--- config.mk ---
export PLATFORM = sky130hd
export DESIGN_NAME = tach_regif
export DESIGN_NICKNAME = d
export VERILOG_FILES = /design/src/rtl/tach_regif_pkg.sv /design/src/rtl/tach_regif_ctrl.sv /design/src/rtl/tach_regif_dp.sv /design/src/rtl/tach_regif.sv
export SDC_FILE = /design/constraint.sdc
export NUM_CORES = 1
export LEC_CHECK = 0
export ABC_CLOCK_PERIOD_IN_PS = 3250
export BUFFER_PORTS_ARGS = -buffer_cell sky130_fd_sc_hd__buf_4
export CAP_MARGIN = 20
export CORE_MARGIN = 5
export CORE_UTILIZATION = 56
export DETAILED_ROUTE_END_ITERATION = 16
export GPL_TIMING_DRIVEN = 0
export PLACE_DENSITY_LB_ADDON = 0.05
export SLEW_MARGIN = 20
export SYNTH_ARGS = -nofsm -noshare
export SYNTH_HDL_FRONTEND = slang
export SYNTH_SLANG_ARGS = --single-unit
--- constraint.sdc ---
create_clock -name clk -period 3.25 [get_ports clk]
set_input_delay 0.1625 -clock clk [delete_from_list [all_inputs] [get_ports clk]]
set_output_delay 0.1625 -clock clk [all_outputs]
set_load 0.01 [all_outputs]
--- src/rtl/tach_regif_pkg.sv ---
package tach_regif_pkg;
  localparam int HALF_W  = 16;
  localparam int BYTE_W  = 8;
  localparam int ADDR_W  = 5;
  localparam int EVT_N   = 6;
  localparam int IDX_W   = ADDR_W - 1;
  localparam int LAST_IDX = 14;

  typedef enum logic [IDX_W-1:0] {
    REG_CNTA     = 4'd0,
    REG_CAPA     = 4'd1,
    REG_CAPB     = 4'd2,
    REG_CNTB     = 4'd3,
    REG_PRESCALE = 4'd4,
    REG_CLKCFG   = 4'd5,
    REG_MODE     = 4'd6,
    REG_PEND     = 4'd7,
    REG_PCLR     = 4'd8,
    REG_IEN      = 4'd9,
    REG_CMPA     = 4'd10,
    REG_CMPB     = 4'd11,
    REG_CMPCFG   = 4'd12,
    REG_SELA     = 4'd13,
    REG_SELB     = 4'd14
  } regSel_e;

  // Strobes passed from the decoder to the register datapath
  typedef struct packed {
    logic    wr;
    logic    rd;
    logic    err;
    regSel_e sel;
  } busStb_t;

  function automatic logic isHalfReg(regSel_e s);
    case (s)
      REG_CNTA, REG_CAPA, REG_CAPB, REG_CNTB, REG_CMPA, REG_CMPB: isHalfReg = 1'b1;
      default: isHalfReg = 1'b0;
    endcase
  endfunction
endpackage

--- src/rtl/tach_regif_ctrl.sv ---
module tach_regif_ctrl
  import tach_regif_pkg::*;
(
  input  logic [ADDR_W-1:0] busAddr,
  input  logic              busHalf,
  input  logic              busRd,
  input  logic              busWr,
  output busStb_t           stb
);
  logic [IDX_W-1:0] idx;
  logic             inMap;
  logic             widthOk;
  logic             clrRead;
  logic             bothStb;
  logic             reject;
  regSel_e          sel;

  always_comb begin
    idx     = busAddr[ADDR_W-1:1];
    inMap   = !busAddr[0] && (idx <= IDX_W'(LAST_IDX));
    sel     = inMap ? regSel_e'(idx) : REG_CNTA;
    widthOk = (isHalfReg(sel) == busHalf);
    clrRead = busRd && (sel == REG_PCLR);
    bothStb = busRd && busWr;
    reject  = (busRd || busWr) && (!inMap || !widthOk || clrRead || bothStb);

    stb.sel = sel;
    stb.err = reject;
    stb.wr  = busWr && !reject;
    stb.rd  = busRd && !reject;
  end
endmodule

--- src/rtl/tach_regif_dp.sv ---
module tach_regif_dp
  import tach_regif_pkg::*;
(
  input  logic              clk,
  input  logic              rstN,
  input  busStb_t           stb,
  input  logic [HALF_W-1:0] busWdata,
  input  logic [EVT_N-1:0]  evtStrobe,
  output logic [HALF_W-1:0] rdData,
  output logic              accErr,
  output logic              irq,
  output logic              tickEn,
  output logic [EVT_N-1:0]  pendOut,
  output logic [BYTE_W-1:0] prescale,
  output logic [BYTE_W-1:0] clkCfg,
  output logic [BYTE_W-1:0] modeCfg,
  output logic [HALF_W-1:0] cmpRefA,
  output logic [HALF_W-1:0] cmpRefB,
  output logic [BYTE_W-1:0] cmpCfg,
  output logic              inSelA,
  output logic              inSelB
);
  localparam int PAD_PEND = BYTE_W - EVT_N;

  // Count and capture registers: kept across reset
  logic [HALF_W-1:0] cntAQ, capAQ, capBQ, cntBQ;

  // Control state: cleared by reset
  logic [BYTE_W-1:0] prsQ, ckcQ, modeQ, ccfgQ;
  logic [HALF_W-1:0] cmpAQ, cmpBQ;
  logic [EVT_N-1:0]  pendQ, ienQ;
  logic              selAQ, selBQ;

  logic [BYTE_W-1:0] tickCntQ;
  logic [HALF_W-1:0] rdQ;
  logic              errQ;

  logic [EVT_N-1:0]  clrMask;
  logic [HALF_W-1:0] rdMux;
  logic              tickHit;

  // Registers that reset leaves alone
  always_ff @(posedge clk) begin
    if (stb.wr) begin
      case (stb.sel)
        REG_CNTA: cntAQ <= busWdata;
        REG_CAPA: capAQ <= busWdata;
        REG_CAPB: capBQ <= busWdata;
        REG_CNTB: cntBQ <= busWdata;
        default: ;
      endcase
    end
  end

  // Control registers
  always_ff @(posedge clk) begin
    if (!rstN) begin
      prsQ  <= '0;
      ckcQ  <= '0;
      modeQ <= '0;
      ccfgQ <= '0;
      cmpAQ <= '0;
      cmpBQ <= '0;
      ienQ  <= '0;
      selAQ <= 1'b0;
      selBQ <= 1'b0;
    end else if (stb.wr) begin
      case (stb.sel)
        REG_PRESCALE: prsQ  <= busWdata[BYTE_W-1:0];
        REG_CLKCFG:   ckcQ  <= busWdata[BYTE_W-1:0];
        REG_MODE:     modeQ <= busWdata[BYTE_W-1:0];
        REG_CMPCFG:   ccfgQ <= busWdata[BYTE_W-1:0];
        REG_CMPA:     cmpAQ <= busWdata;
        REG_CMPB:     cmpBQ <= busWdata;
        REG_IEN:      ienQ  <= busWdata[EVT_N-1:0];
        REG_SELA:     selAQ <= busWdata[0];
        REG_SELB:     selBQ <= busWdata[0];
        default: ;
      endcase
    end
  end

  // Pending bits: clear first, then events set, so an event wins
  always_comb begin
    clrMask = (stb.wr && stb.sel == REG_PCLR) ? busWdata[EVT_N-1:0] : '0;
  end

  always_ff @(posedge clk) begin
    if (!rstN) pendQ <= '0;
    else       pendQ <= (pendQ & ~clrMask) | evtStrobe;
  end

  // Prescaled tick: period prsQ + 1 cycles
  always_comb tickHit = (tickCntQ >= prsQ);

  always_ff @(posedge clk) begin
    if (!rstN)        tickCntQ <= '0;
    else if (tickHit) tickCntQ <= '0;
    else              tickCntQ <= tickCntQ + 1'b1;
  end

  // Read path
  always_comb begin
    rdMux = '0;
    case (stb.sel)
      REG_CNTA:     rdMux = cntAQ;
      REG_CAPA:     rdMux = capAQ;
      REG_CAPB:     rdMux = capBQ;
      REG_CNTB:     rdMux = cntBQ;
      REG_PRESCALE: rdMux = HALF_W'(prsQ);
      REG_CLKCFG:   rdMux = HALF_W'(ckcQ);
      REG_MODE:     rdMux = HALF_W'(modeQ);
      REG_PEND:     rdMux = HALF_W'({{PAD_PEND{1'b0}}, pendQ});
      REG_IEN:      rdMux = HALF_W'({{PAD_PEND{1'b0}}, ienQ});
      REG_CMPA:     rdMux = cmpAQ;
      REG_CMPB:     rdMux = cmpBQ;
      REG_CMPCFG:   rdMux = HALF_W'(ccfgQ);
      REG_SELA:     rdMux = HALF_W'(selAQ);
      REG_SELB:     rdMux = HALF_W'(selBQ);
      default:      rdMux = '0;
    endcase
  end

  always_ff @(posedge clk) begin
    if (!rstN) begin
      rdQ  <= '0;
      errQ <= 1'b0;
    end else begin
      rdQ  <= stb.rd ? rdMux : '0;
      errQ <= stb.err;
    end
  end

  assign rdData   = rdQ;
  assign accErr   = errQ;
  assign irq      = |(pendQ & ienQ);
  assign tickEn   = tickHit;
  assign pendOut  = pendQ;
  assign prescale = prsQ;
  assign clkCfg   = ckcQ;
  assign modeCfg  = modeQ;
  assign cmpRefA  = cmpAQ;
  assign cmpRefB  = cmpBQ;
  assign cmpCfg   = ccfgQ;
  assign inSelA   = selAQ;
  assign inSelB   = selBQ;
endmodule

--- src/rtl/tach_regif.sv ---
module tach_regif
  import tach_regif_pkg::*;
(
  input  logic              clk,
  input  logic              rstN,
  input  logic [ADDR_W-1:0] busAddr,
  input  logic              busHalf,
  input  logic              busRd,
  input  logic              busWr,
  input  logic [HALF_W-1:0] busWdata,
  input  logic [EVT_N-1:0]  evtStrobe,
  output logic [HALF_W-1:0] rdData,
  output logic              accErr,
  output logic              irq,
  output logic              tickEn,
  output logic [BYTE_W-1:0] prescale,
  output logic [BYTE_W-1:0] clkCfg,
  output logic [BYTE_W-1:0] modeCfg,
  output logic [HALF_W-1:0] cmpRefA,
  output logic [HALF_W-1:0] cmpRefB,
  output logic [BYTE_W-1:0] cmpCfg,
  output logic              inSelA,
  output logic              inSelB
);
  busStb_t          stb;
  logic [EVT_N-1:0] pendView;

  tach_regif_ctrl u_ctrl (
    .busAddr (busAddr),
    .busHalf (busHalf),
    .busRd   (busRd),
    .busWr   (busWr),
    .stb     (stb)
  );

  tach_regif_dp u_dp (
    .clk       (clk),
    .rstN      (rstN),
    .stb       (stb),
    .busWdata  (busWdata),
    .evtStrobe (evtStrobe),
    .rdData    (rdData),
    .accErr    (accErr),
    .irq       (irq),
    .tickEn    (tickEn),
    .pendOut   (pendView),
    .prescale  (prescale),
    .clkCfg    (clkCfg),
    .modeCfg   (modeCfg),
    .cmpRefA   (cmpRefA),
    .cmpRefB   (cmpRefB),
    .cmpCfg    (cmpCfg),
    .inSelA    (inSelA),
    .inSelB    (inSelB)
  );
endmodule

* Yosys cells after proc, flatten, opt, wreduce, memory -nomap -nowiden
Index checks and enable logic that the tools add are counted.
** Word-level totals
- Register bits :: 167
** Cells by class
- Eq/ne operators :: 15
- Bitwise gates (word level) :: 5
- Magnitude comparators :: 2
- Reduce and logical (&&, ||, !) cells :: 33
- Muxes and demuxes :: 4
- Add/sub/neg operators :: 1
** Operators with widths (count)
- $pmux W16 S14 :: 1
- $eq A4 B4 Y1 const B :: 7
- $reduce_and A2 Y1 :: 14
- $eq A4 B3 Y1 const B :: 4
- $and A6 B6 Y6 :: 2
- $reduce_or A6 Y1 :: 2
- $add A8 B1 Y8 const B :: 1
- $eq A4 B2 Y1 const B :: 2
- $ge A8 B8 Y1 :: 1
- $logic_and A1 B1 Y1 :: 7
- $mux W6 :: 1
- $not A6 Y6 :: 1
- $or A6 B6 Y6 :: 1
- $eq A4 B1 Y1 const B :: 1
- $le A4 B4 Y1 const B :: 1
- $logic_not A1 Y1 :: 4
- $logic_not A4 Y1 :: 1
- $logic_or A1 B1 Y1 :: 4
- $mux W4 :: 1
- $reduce_or A2 Y1 :: 1
- $eq A1 B1 Y1 :: 1
- $mux W1 :: 1
- $not A1 Y1 :: 1

* Logic depth before layout (Yosys ltp)
- Depth after elaboration :: 19
- Gate-level depth with buffers :: 8
- Gate-level depth less buffers :: 7

* Cells and area by module
A second synthesis with hierarchy kept.
** Second synthesis, totals
- Cells, all modules :: 690
- Area, all modules :: 7425.9 sq um
** By module, submodules not included
- tach_regif_dp :: seq. area each 3983.8 sq um, instances 1, cells an instance 671, area an instance 7258.2 sq um
- tach_regif_ctrl :: seq. area each 0.0 sq um, instances 1, cells an instance 19, area an instance 167.7 sq um

* Least setup slack after synthesis
No wires, ideal clock.
- Path kind :: input -> register
- Start point :: input busAddr[1]
- End point :: register u_dp.capAQ[0], enable pin
- Data arrival time :: 2.225 ns
- Buffers on the path :: 1
- Stages :: 6
- Setup slack :: 0.616 ns
- Setup time :: 0.409 ns
- Path through :: buf_6 -> a21boi_2 -> o21ba_2 -> o21ai_4 -> o21bai_1 -> nor3_1
** Between the ends
- Word-level cells in the longest chain between the ends :: 15
- Elaborated cells on any way between the ends :: 23
- Those cells by class :: 1 x order compare; 7 x eq/ne; 2 x mux; 13 x reduce/logical
** Ends and longest elaborated chain
- from (decl) :: RTL line tach_regif.sv:6 : input logic [ADDR_W-1:0] busAddr,
- $le A4 B4 Y1 :: RTL line tach_regif_ctrl.sv:20 : inMap = !busAddr[0] && (idx <= IDX_W'(LAST_IDX));
- $logic_and A1 B1 Y1 :: RTL line tach_regif_ctrl.sv:20
- $mux W4 :: RTL line tach_regif_ctrl.sv:21 : sel = inMap ? regSel_e'(idx) : REG_CNTA;
- $eq A4 B1 Y1, or another cell as far along :: RTL line tach_regif_pkg.sv:36, tach_regif_dp.sv:45
- $reduce_or A6 Y1 :: RTL line tach_regif_pkg.sv:36 : case (s)
- $mux W1 :: RTL line tach_regif_pkg.sv:36
- $eq A1 B1 Y1 :: RTL line tach_regif_ctrl.sv:22 : widthOk = (isHalfReg(sel) == busHalf);
- $logic_not A1 Y1 :: RTL line tach_regif_ctrl.sv:25 : reject = (busRd || busWr) && (!inMap || !widthOk || clrRead || bothStb);
- $logic_or A1 B1 Y1 (3 in series) :: RTL line tach_regif_ctrl.sv:25
- $logic_and A1 B1 Y1 :: RTL line tach_regif_ctrl.sv:25
- $logic_not A1 Y1 :: RTL line tach_regif_ctrl.sv:29 : stb.wr = busWr && !reject;
- $logic_and A1 B1 Y1 :: RTL line tach_regif_ctrl.sv:29
- $reduce_and A2 Y1 (no line) (*)
- to (signal assigned) :: RTL line tach_regif_dp.sv:47 : REG_CAPA: capAQ <= busWdata;
- to (decl) :: RTL line tach_regif_dp.sv:26 : logic [HALF_W-1:0] cntAQ, capAQ, capBQ, cntBQ;
Every way passes the cells marked *; elsewhere a longest branch is shown, timed or not.
A chain may end at the register's enable or synchronous reset.

* Worst setup path after layout
- Start point :: input busAddr[2]
- End point :: register u_dp.cntAQ[8], enable pin
** Between the ends
- Word-level cells in the longest chain between the ends :: 15
- Elaborated cells on any way between the ends :: 23
- Those cells by class :: 1 x order compare; 7 x eq/ne; 2 x mux; 13 x reduce/logical
** Ends and longest elaborated chain
- $le A4 B4 Y1 :: RTL line tach_regif_ctrl.sv:20
- $logic_and A1 B1 Y1 :: RTL line tach_regif_ctrl.sv:20
- $mux W4 :: RTL line tach_regif_ctrl.sv:21
- $eq A4 B1 Y1, or another cell as far along :: RTL line tach_regif_pkg.sv:36
- $reduce_or A6 Y1 :: RTL line tach_regif_pkg.sv:36
- $mux W1 :: RTL line tach_regif_pkg.sv:36
- $eq A1 B1 Y1 :: RTL line tach_regif_ctrl.sv:22
- $logic_not A1 Y1 :: RTL line tach_regif_ctrl.sv:25
- $logic_or A1 B1 Y1 (3 in series) :: RTL line tach_regif_ctrl.sv:25
- $logic_and A1 B1 Y1 :: RTL line tach_regif_ctrl.sv:25
- $logic_not A1 Y1 :: RTL line tach_regif_ctrl.sv:29
- $logic_and A1 B1 Y1 :: RTL line tach_regif_ctrl.sv:29
- $reduce_and A2 Y1 (no line) (*)
- to (signal assigned) :: RTL line tach_regif_dp.sv:46 : REG_CNTA: cntAQ <= busWdata;
- to (decl) :: RTL line tach_regif_dp.sv:26
Marked as above.

==> flow_summary_export.csv <==
group,metric,value,unit
clock_tree,cts_resized,0,
routing,wl_per_cell,22.64,um
clock_tree,clk_pin_slew,60,ps
timing,hold_violations,0,
critical_path,r2r-end,"u_dp.rdData[2]",
grt,antenna_found_initial,0,
timing,rsz0062_at_grt,"false",
synthesis,yosysWarnings,0,
critical_path,required,3380,ps
placement,portBuffers,115,
synthesis,yosys.cell_types.count,66,
routing,drt_iter0_drc,810,
timing,finalCritPeriodShare,76.31,%
timing,drv_slew,0,
cells_and_area,syn_to_final_growth,26.61,%
synthesis,syn_inst,630,
clock_tree,root_buffer,"clkbuf_16",
critical_path,crit_type,"input pin to flop",
cells_and_area,layout_common_cells,"buf_4, dfxtp_1, nand2_1, edfxtp_1, mux2i_1",
timing,worst_pin_slew,886.0,ps
cells_and_area,diodes,0,
timing,clock_skew,8.711,ps
placement,dp_slack,370.6,ps
clock_tree,cts_sinks,167,
critical_path,critPathLaunch,"busAddr[2]",
floorplan,dieArea,14750,um2
routing,drt_first_pass_iters,7,
routing,vias_per_cell,6.229,
placement,place_hpwl,15390,um
critical_path,cp-end-kind,"flop",
synthesis,synthArstFlopShare,0,%
timing,fin_crit,2480,ps
critical_path,path_max_fanout,11,
clock_tree,numCtsBuffers,17,
worst_hold_path,holdCritPathClass,"input pin to flop",
floorplan,ios,117,
clock_tree,clk_latency,420,ps
clock_tree,holdBufCountCts,8,
power,combPwrFrac,5.3,%
grt,grt_usage,29.90,%
routing,postRouteAntennaNets,0,
cells_and_area,fin_area,8810,um2
power,p_per_area,512.7,nW/um2
power,p_sw_share,21.45,%
synthesis,syn_area,6958,um2
timing,max_freq,0.4032,GHz
power,switchingPower,0.9687,mW
grt,grt_max_degree,17,
timing,slew_headroom,40.54,%
timing,finalSetupTns,0,ps
synthesis,syn_avg_cell_area,11.04,um2
floorplan,initial_core_util,57.45,%
clock_tree,htreeDepth,4,
grt,grt_pass1_wl,33120,um
power,vdd_drop_max,308.8,uV
critical_path,endpoint,"u_dp.cntAQ[8]",
cells_and_area,layout-drive-gt1-share,24.84,%
critical_path,crit_path_start_kind,"input pin",
grt,overflow,0,
cells_and_area,n_fill_cell,890,
run,maxCapViolations,0,
routing,routed-via-count,5986,
power,power_frac_seq,48.6,%
critical_path,r2r_setup_slack,1310,ps
clock_tree,postCtsSetupBuffers,0,
floorplan,rows,40,
timing,setup_viol_count_final,0,
power,leakagePower,3.313,nW
cells_and_area,fin_nets,821,
timing,fin_ws,769.8,ps
synthesis,synth_flop_cell,"dfxtp_1",
grt,first_global_vias,5882,
critical_path,critPathArrivalTime,2610,ps
floorplan,core-area,12110,um2
placement,globalplace.congestion,0.9018,
synthesis,yosysSeqAreaShare,57.26,%
power,p_int,3.548,mW
critical_path,rr_worst_depth,5,
power,clkPwrFrac,46.1,%
placement,placed_area,8120,um2
synthesis,syn_nets,671,
cells_and_area,mostFrequentLayoutCell,"buf_4",
power,finalPower,4.517,mW
routing,drt-total-wl,21760,um
clock_tree,clock_path_buffers,2,
cells_and_area,multi_input_area,2726,um2
routing,drc,0,
cells_and_area,seqCellArea,3984,um2
critical_path,r2r_start,"u_dp.prescale[2]",
floorplan,dieWidth,121.5,um
clock_tree,cts_tree,"built",
synthesis,synth-seq-cells,167,
synthesis,synth-edff-count,64,
outcome,status,"completed",
floorplan,die_height,121.5,um
[critical path: stages]
cell     delay, ps
buf_4          110
buf_4          190
nand2_1        240
o21ai_1        780
buf_2          410
nor2b_2        480
buf_8          230
[power by group through the flow]
stage / Sequential, mW / Combinational [mW] / Clock, mW
after CTS: 2.19 / 0.235 / 2.09
after detailed placement: 2.24 / 0.226 / 0
after floorplan: 2.24 / 0.111 / 0
final: 2.19 / 0.240 / 2.08
after global placement: 2.24 / 0.219 / 0
after global routing: 2.19 / 0.254 / 2.19
[synth_stat cells, types with 3 or more instances]
library cell  count  area (um2)
a22oi_1          14       105.1
o21ai_0          26       130.1
nand3_1          38       190.2
a221oi_1          8       70.07
buf_4             5       37.54
a21oi_1          12       60.06
a21boi_1          3       22.52
nand2_1          93       349.1
a31oi_1          14       87.58
nor2_1           19       71.32
nor2b_1          12       75.07
o21a_1            3       22.52
nor3_4            3       48.80
and3_1            3       18.77
o311ai_0          3       26.28
a222oi_1         18       180.2
nor3_1            5       25.02
mux2i_1          47       470.5
edfxtp_1         64        1922
buf_2            13       65.06
a21boi_0         13       97.59
dfxtp_1         103        2062
clkbuf_1         16       60.06
xor2_1            5       43.79
a22o_1            8       70.07
ha_1              9       112.6
nand2b_1          4       25.02
nor2_2            5       31.28
inv_1            19       71.32
[metrics by stage]
stage / util (%) / hold slack (ps) / cells
after floorplan: - / 261.4 / 630
after global placement: 66.31 / 385.5 / 913
after detailed placement: 67.05 / 390.6 / 921
after CTS: 72.74 / 3.872 / 961
after global routing: 72.74 / 17.08 / 961
final: 72.74 / 13.18 / 961
[routing by layer]
layer  part of all wire, %  track usage (%)  up-vias
met3                    10            6.107       62
met2                    48            47.94      372
met5                     0                0        -
met4                   3.2            13.59        0
met1                    39            39.03     2905
li1                      -                -     2647
[logic make-up (layout without fill, tap and decap cells)]
group | Yosys count | after routing | synth area share [%]
AND/OR/NAND/NOR | 206 | 206 | 15.14
adder cells (fa/ha/maj) | 9 | 9 | 1.618
XOR/XNOR | 6 | 6 | 0.7553
multiplexers | 47 | 47 | 6.761
flip-flops | 167 | 167 | 57.26
buffers and inverters | 56 | 219 | 3.812
AO/OA/AOI/OAI | 139 | 139 | 14.66
[area by class of cell]
class	count	share of cell area, %
repair buffers	131	11.52
inverters	19	0.8095
well taps	168	2.386
multi-input cells	407	30.95
plain buffers	37	2.201
clock buffers	18	4.871
flip-flops and latches	167	45.22
clock inverters	14	2.045
[worst min path at each step]
stage	start	endpoint	slack [ps]	cells after the start
2_1_floorplan	busWdata[0]	u_dp.capAQ[0]	260	0
3_3_place_gp	busWdata[9]	u_dp.cntAQ[9]	390	1
3_5_place_dp	busWdata[8]	u_dp.cntBQ[8]	390	1
6_report	evtStrobe[2]	u_dp.pendOut[2]	10	3
4_1_cts	evtStrobe[2]	u_dp.pendOut[2]	4	3
5_1_grt	busWdata[6]	u_dp.cntBQ[6]	20	1
[registers in the layout, summed over array words and instances (netlist names)]
signal	cells
u_dp.capAQ	16
u_dp.capBQ	16
u_dp.cmpRefA	16
u_dp.cmpRefB	16
u_dp.cntAQ	16
u_dp.cntBQ	16
u_dp.rdData	16
u_dp.clkCfg	8
u_dp.cmpCfg	8
u_dp.modeCfg	8
u_dp.prescale	8
u_dp.tickCntQ	8
u_dp.ienQ	6
u_dp.pendOut	6
u_dp.accErr	1
u_dp.inSelA	1
u_dp.inSelB	1
Power figures use the tool's default switching activity.
